<file path="src/rtl/grp_irq_pkg.sv">
package grp_irq_pkg;

  localparam int ADDR_STATUS = 0;
  localparam int ADDR_ENABLE = 1;

  typedef enum logic [1:0] {
    RD_NONE   = 2'd0,
    RD_STATUS = 2'd1,
    RD_ENABLE = 2'd2
  } rdSel_e;

  typedef struct packed {
    logic   stWrite;
    logic   enWrite;
    rdSel_e rdSel;
  } strobes_t;

endpackage

</file>
<file path="src/rtl/grp_irq_ctrl.sv">
module grp_irq_ctrl
  import grp_irq_pkg::*;
#(
  parameter int ADDR_W = 2
) (
  input  logic              regWe,
  input  logic [ADDR_W-1:0] regAddr,
  output strobes_t          strb
);

  logic hitStatus;
  logic hitEnable;

  assign hitStatus = (regAddr == ADDR_W'(ADDR_STATUS));
  assign hitEnable = (regAddr == ADDR_W'(ADDR_ENABLE));

  always_comb begin
    strb.stWrite = regWe && hitStatus;
    strb.enWrite = regWe && hitEnable;
    if (hitStatus)      strb.rdSel = RD_STATUS;
    else if (hitEnable) strb.rdSel = RD_ENABLE;
    else                strb.rdSel = RD_NONE;
  end

endmodule

</file>
<file path="src/rtl/grp_irq_datapath.sv">
module grp_irq_datapath
  import grp_irq_pkg::*;
#(
  parameter int NUM_NORMAL   = 8,
  parameter int NUM_ABNORMAL = 6,
  parameter int DATA_W       = 32
) (
  input  logic                                clk,
  input  logic                                rstN,
  input  logic [NUM_NORMAL+NUM_ABNORMAL-1:0]  evtIn,
  input  logic [NUM_NORMAL+NUM_ABNORMAL-1:0]  wrBits,
  input  strobes_t                            strb,
  output logic [DATA_W-1:0]                   rdData,
  output logic                                irqOut,
  output logic [NUM_NORMAL+NUM_ABNORMAL-1:0]  statusVal,
  output logic [NUM_NORMAL+NUM_ABNORMAL-1:0]  enableVal
);

  localparam int NEV    = NUM_NORMAL + NUM_ABNORMAL;
  localparam int SUM_NM = DATA_W - 1;
  localparam int SUM_AB = DATA_W - 2;

  logic [NEV-1:0] statusQ;
  logic [NEV-1:0] enableQ;
  logic [NEV-1:0] clrMask;
  logic [NEV-1:0] pending;
  logic           normSum;
  logic           abnSum;
  logic           irqQ;

  assign clrMask = strb.stWrite ? wrBits : '0;

  // one sticky flop per event; the set term is ORed in after the clear
  for (genvar i = 0; i < NEV; i++) begin : g_flag
    always_ff @(posedge clk) begin
      if (!rstN) statusQ[i] <= 1'b0;
      else       statusQ[i] <= (statusQ[i] & ~clrMask[i]) | evtIn[i];
    end
  end

  always_ff @(posedge clk) begin
    if (!rstN)             enableQ <= '0;
    else if (strb.enWrite) enableQ <= wrBits;
  end

  assign pending = statusQ & enableQ;
  assign normSum = |pending[NUM_NORMAL-1:0];
  assign abnSum  = |pending[NEV-1:NUM_NORMAL];

  always_ff @(posedge clk) begin
    if (!rstN) irqQ <= 1'b0;
    else       irqQ <= normSum | abnSum;
  end

  always_comb begin
    rdData = '0;
    case (strb.rdSel)
      RD_STATUS: begin
        rdData[NEV-1:0] = statusQ;
        rdData[SUM_NM]  = normSum;
        rdData[SUM_AB]  = abnSum;
      end
      RD_ENABLE: rdData[NEV-1:0] = enableQ;
      default:   rdData = '0;
    endcase
  end

  assign irqOut    = irqQ;
  assign statusVal = statusQ;
  assign enableVal = enableQ;

endmodule

</file>
<file path="src/rtl/grp_irq_status.sv">
module grp_irq_status
  import grp_irq_pkg::*;
#(
  parameter int NUM_NORMAL   = 8,
  parameter int NUM_ABNORMAL = 6,
  parameter int DATA_W       = 32,
  parameter int ADDR_W       = 2
) (
  input  logic                               clk,
  input  logic                               rstN,
  input  logic [NUM_NORMAL+NUM_ABNORMAL-1:0] evtIn,
  input  logic                               regWe,
  input  logic [ADDR_W-1:0]                  regAddr,
  input  logic [DATA_W-1:0]                  regWdata,
  output logic [DATA_W-1:0]                  regRdata,
  output logic                               irqOut
);

  localparam int NEV = NUM_NORMAL + NUM_ABNORMAL;

  strobes_t       strb;
  logic [NEV-1:0] statusVal;
  logic [NEV-1:0] enableVal;
  logic           unusedHiBits;

  assign unusedHiBits = ^regWdata[DATA_W-1:NEV];

  grp_irq_ctrl #(.ADDR_W(ADDR_W)) u_ctrl (
    .regWe   (regWe),
    .regAddr (regAddr),
    .strb    (strb)
  );

  grp_irq_datapath #(
    .NUM_NORMAL   (NUM_NORMAL),
    .NUM_ABNORMAL (NUM_ABNORMAL),
    .DATA_W       (DATA_W)
  ) u_dp (
    .clk       (clk),
    .rstN      (rstN),
    .evtIn     (evtIn),
    .wrBits    (regWdata[NEV-1:0]),
    .strb      (strb),
    .rdData    (regRdata),
    .irqOut    (irqOut),
    .statusVal (statusVal),
    .enableVal (enableVal)
  );

endmodule

</file>
<file path="config.mk">
export PLATFORM = sky130hd
export DESIGN_NAME = grp_irq_status
export DESIGN_NICKNAME = d
export VERILOG_FILES = /design/src/rtl/grp_irq_pkg.sv /design/src/rtl/grp_irq_ctrl.sv /design/src/rtl/grp_irq_datapath.sv /design/src/rtl/grp_irq_status.sv
export SDC_FILE = /design/constraint.sdc
export NUM_CORES = 1
export LEC_CHECK = 0
export BUFFER_PORTS_ARGS = -buffer_cell sky130_fd_sc_hd__buf_2
export CORE_MARGIN = 5
export CORE_UTILIZATION = 40
export DETAILED_ROUTE_END_ITERATION = 8
export PLACE_DENSITY_LB_ADDON = 0.08
export SLEW_MARGIN = 20
export SYNTH_ARGS = -nofsm -noshare
export SYNTH_HDL_FRONTEND = slang
export SYNTH_SLANG_ARGS = --single-unit
</file>
<file path="constraint.sdc">
create_clock -name clk -period 1 [get_ports clk]
set_input_delay 0.05 -clock clk [delete_from_list [all_inputs] [get_ports clk]]
set_output_delay 0.05 -clock clk [all_outputs]
set_load 0.01 [all_outputs]
</file>
-- After elaboration in Yosys (flattened, before gate mapping)
Index checks and enable logic that the tools add are counted.
- word-level logic and storage cells: 73
- bits of input ports: 51
- bits in registers: 29
- output and inout bits: 33
- reduce and logical (&&, ||, !) cells: 5
- equal/unequal tests: 3
- bitwise logic cells: 44
- muxes and demuxes: 5
- operators by type and width (operator ; count):
    14-bit case mux with 2 select lines ; 1
    1-bit OR ; 15
    1-bit AND ; 14
    14-bit AND ; 1
    14-bit two-way mux ; 1
    1-bit NOT ; 14
    8-bit OR reduction ; 1
    2-bit two-way mux ; 3
    6-bit OR reduction ; 1
    2-bit by 1-bit == test with 1-bit output (second input constant) ; 2
    2-bit == test (second input constant) ; 1
    1-bit logical AND ; 2
    2-bit logical NOT ; 1

-- Depth between registers and ports, before layout
- word-level depth: 6
- depth in mapped cells: 6
- gate-level depth less buffers: 3

-- Cells and area by module
Synthesis repeated with hierarchy kept, for this count alone.
- cells, all modules: 175
- area total of the unflattened synthesis: 1530.2 um2
- modules (own cells, without submodules) (module ; instances ; cells each ; area each (um2)):
    grp_irq_datapath ; 1 ; 170 ; 1492.7
    grp_irq_ctrl ; 1 ; 5 ; 37.5

-- Least setup slack after synthesis
No wires, ideal clock.
- path type: input -> register
- from: input regAddr[1]
- to: register u_dp.statusQ[10], in the netlist u_dp.statusVal[10]
- setup time: 115 ps
- path buffers: 2
- setup slack: 85 ps
- data arrival time: 800 ps
- cell stages on the path: 5
- cell sequence: buf_6 > nor3b_4 > buf_6 > a21boi_2 > o21a_1
- longest elaborated chain between the ends: 6
- RTL lines (element ; line ; text):
    from (decl) ; grp_irq_status.sv:13 ; input logic [ADDR_W-1:0] regAddr,
    2-bit logical NOT ; grp_irq_ctrl.sv:14 ; assign hitStatus = (regAddr == ADDR_W'(ADDR_STATUS));
    1-bit logical AND ; grp_irq_ctrl.sv:18 ; strb.stWrite = regWe && hitStatus;
    14-bit two-way mux ; grp_irq_datapath.sv:31 ; assign clrMask = strb.stWrite ? wrBits : '0;
    1-bit NOT ; grp_irq_datapath.sv:37 ; else statusQ[i] <= (statusQ[i] & ~clrMask[i]) | evtIn[i];
    1-bit AND ; grp_irq_datapath.sv:37 ;
    1-bit OR ; grp_irq_datapath.sv:37 ;
    to (signal, indexed assignment) ; grp_irq_datapath.sv:37 ;
    to (decl) ; grp_irq_datapath.sv:23 ; logic [NEV-1:0] statusQ;
Every way passes these cells.
A chain may end at the register's enable or synchronous reset.

-- Final worst setup path
- from: register u_dp.statusQ[2], in the netlist u_dp.statusVal[2]
- to: output regRdata[31]
- longest elaborated chain between the ends: 3
- RTL lines (element ; line ; text):
    14-bit AND ; grp_irq_datapath.sv:46 ; assign pending = statusQ & enableQ;
    8-bit OR reduction ; grp_irq_datapath.sv:47 ; assign normSum = |pending[NUM_NORMAL-1:0];
    2-bit two-way mux ; grp_irq_datapath.sv:57 ; case (strb.rdSel)
    to (decl) ; grp_irq_status.sv:15 ; output logic [DATA_W-1:0] regRdata,
Every way passes these cells.

==> results.json <==
{
  "first_global_vias": 1451,
  "overflow": 0,
  "hold_class": "in2reg",
  "skew_ns": 0.00444,
  "cts_buffers": 5,
  "vias": 1427,
  "met3_length_um": 290,
  "cts-root-buf": "clkbuf_8",
  "wl_met2_um": 2110,
  "die_area_mm2": 0.00512,
  "yosysTopAreaCellShare_pct": 38.3,
  "status": "complete, but fails checks",
  "yosysUniqueCellTypes": 22,
  "power_density_mw_per_mm2": 1210,
  "io_pins": 84,
  "crit_slowest_cell": "dfxtp_1",
  "initial_core_util_pct": 41.4,
  "hold_ws_ns": 0.0155,
  "layout-drive-gt1-share_pct": 49.6,
  "setup_tns_ns": -1.54,
  "clkSinkCount": 29,
  "synth_warnings": 0,
  "synth_area_leaders": "dfxtp_1 (38%), mux2i_1 (9.3%), buf_4 (7.9%)",
  "crit_start": "u_dp.statusVal[2]",
  "final_hold_viol_count": 0,
  "rows": 22,
  "numPortBuffers": 49,
  "worstSetupStartpointType": "flip-flop",
  "top_layer": "met4",
  "r2r_start": "u_dp.enableVal[5]",
  "n_antenna_cell": 0,
  "wl_met1_um": 1680,
  "ys_seq_area_share_pct": 38.3,
  "setup.worst_path.class": "reg2out",
  "dr.pass1.iters": 4,
  "wl_per_cell_um": 13.4,
  "via_per_inst": 4.66,
  "crit_path_end_kind": "output pin",
  "cts_buffer_depth": 2,
  "ys.flop_type": "dfxtp_1",
  "crit_family": "flip-flops",
  "crit_chain": "a22oi_2 > and4_1 > nor3_2 > buf_2",
  "fmax_mhz": 789,
  "cp_slowest_stage_delay_ns": 0.36,
  "min_from": "regWdata[4]",
  "antenna_found_initial": 0,
  "globalplace.congestion": 0.803,
  "grtUsageTotal_pct": 15.8,
  "cts_tree": "built",
  "path_buf_inv": 1,
  "arrival_ns": 1.22,
  "dieWidth_um": 71.5,
  "dp_hpwl_um": 2950,
  "worst_slack_ns": -0.268,
  "rsz0062_at_grt": "true",
  "synth_common_cells": "dfxtp_1 (29), nand2_1 (28), buf_4 (16)",
  "violations": "negative setup slack",
  "clk_pin_slew_ns": 0.06,
  "die_y_um": 71.5,
  "irDropWorstVdd_uv": 930,
  "dr.first_iter.drc_count": 35,
  "drc": 0,
  "areaGrowthSynthToFinish_pct": 47.9,
  "antenna_left": 0,
  "nets": 308,
  "period_share_pct": 127,
  "grt_first_pass_wirelength_um": 6370,
  "routed_wl_um": 4090,
  "synth_edf_count": 0,
  "synth.avg_cell_area_um2": 8.96,
  "insertion_delay_ns": 0.27,
  "cp.required_ns": 0.95,
  "ys_ff_latch": 29,
  "finalSetupViolCount": 14,
  "grt_max_degree": 17,
  "post-synth-top-count-cell": "dfxtp_1",
  "cap_violations": 0,
  "synth_cells": 169,
  "core_area_mm2": 0.00366,
  "fin_crit_ns": 1.27,
  "netlist_area_mm2": 0.00151,
  "slew_viol_final": 0,
  "ys_async_sr_fraction_pct": 0,
  "h-tree-depth": 2,
  "synth_area_leader_cell": "dfxtp_1",
  "p_leak_nw": 1.03,
  "path_max_fanout": 3
}
-- kinds of logic after synthesis --
family	after synthesis	synth area share, %
AND/OR/NAND/NOR	47	13.6
other	1	0.248
buffers and inverters	27	12.9
flip-flops	29	38.3
AO/OA/AOI/OAI	51	25.6
multiplexers	14	9.26
-- layout by cell type, fill, tap and decap left out --
cell type and instances:
a21boi_0 4, a21boi_2 10, a21oi_1 14, a22oi_1 1, a22oi_2 6, a311oi_1 1, a41oi_2 1, and3b_1 1
and4_1 1, buf_2 49, buf_4 18, buf_6 11, clkbuf_1 1, clkbuf_8 5, clkinv_2 2, conb_1 16
dfxtp_1 5, dfxtp_2 24, dlygate4sd3_1 14, inv_1 1, mux2i_1 14, nand2_1 28, nand3b_1 1, nor2_1 14
nor3_2 1, nor3b_4 1, o21a_1 14
-- where the power goes --
group	internal (mW)	switching, mW
sequential	1.23	0.0515
clock	0.481	0.421
combinational	0.283	0.241
-- path summary, 6_finish.rpt --
kind / slack, ns / depth (start not counted) / endpoint
setup / recovery: -0.27 / 4 / regRdata[31]
hold / removal: 0.02 / 3 / u_dp.enableVal[4]
setup reg to reg: -0.06 / 4 / u_dp.irqOut
hold reg to reg: 0.47 / 2 / u_dp.enableVal[0]
-- sequential cells by signal (all words and copies together), names as in the netlist --
| signal | flops |
|---|---|
| u_dp.enableVal | 14 |
| u_dp.irqOut | 1 |
| u_dp.statusVal | 14 |
-- timing repair --
item                                   in CTS  in global routing
resized for setup                          31                 13
hold buffers                               14                  0
setup buffers                               4                  2
setup endpoints to repair                  13                 17
pin swaps                                  10                  6
cloned                                      0                  0
endpoints found under the hold margin      14                  0
-- routing by layer --
metal  track usage (%)  up-vias
met5                 0        -
met3              4.07        2
met1              17.3      653
met4              4.80        0
met2              29.6       47
li1                  -      725
-- tightest hold or removal path, cell delays in order --
cell	delay (ns)
buf_2	0.10
nand2_1	0.05
a21oi_1	0.05
-- metrics by stage --
stage | setup slack (ns) | cells | util, % | cell area (um2) | power, mW
6_report | -0.268 | 306 | 61.1 | 2240 | 2.71
2_1_floorplan | 0.0853 | 184 | - | 1570 | 1.58
5_1_grt | -0.321 | 306 | 61.1 | 2240 | 2.86
3_3_place_gp | -0.0486 | 279 | 50.9 | 1860 | 1.72
3_5_place_dp | -0.0662 | 279 | 50.9 | 1860 | 1.73
4_1_cts | -0.282 | 305 | 60.2 | 2200 | 2.73
-- layout make-up --
class | count | area, um2
Fill cell | 345 | 1420
Multi-Input combinational cell | 128 | 837
Timing Repair Buffer | 92 | 644
Sequential cell | 29 | 611
Clock buffer | 6 | 72.6
Tap cell | 48 | 60.1
Clock inverter | 2 | 10.0
Inverter | 1 | 3.75
Note: power is estimated with default switching activity, not from simulation.
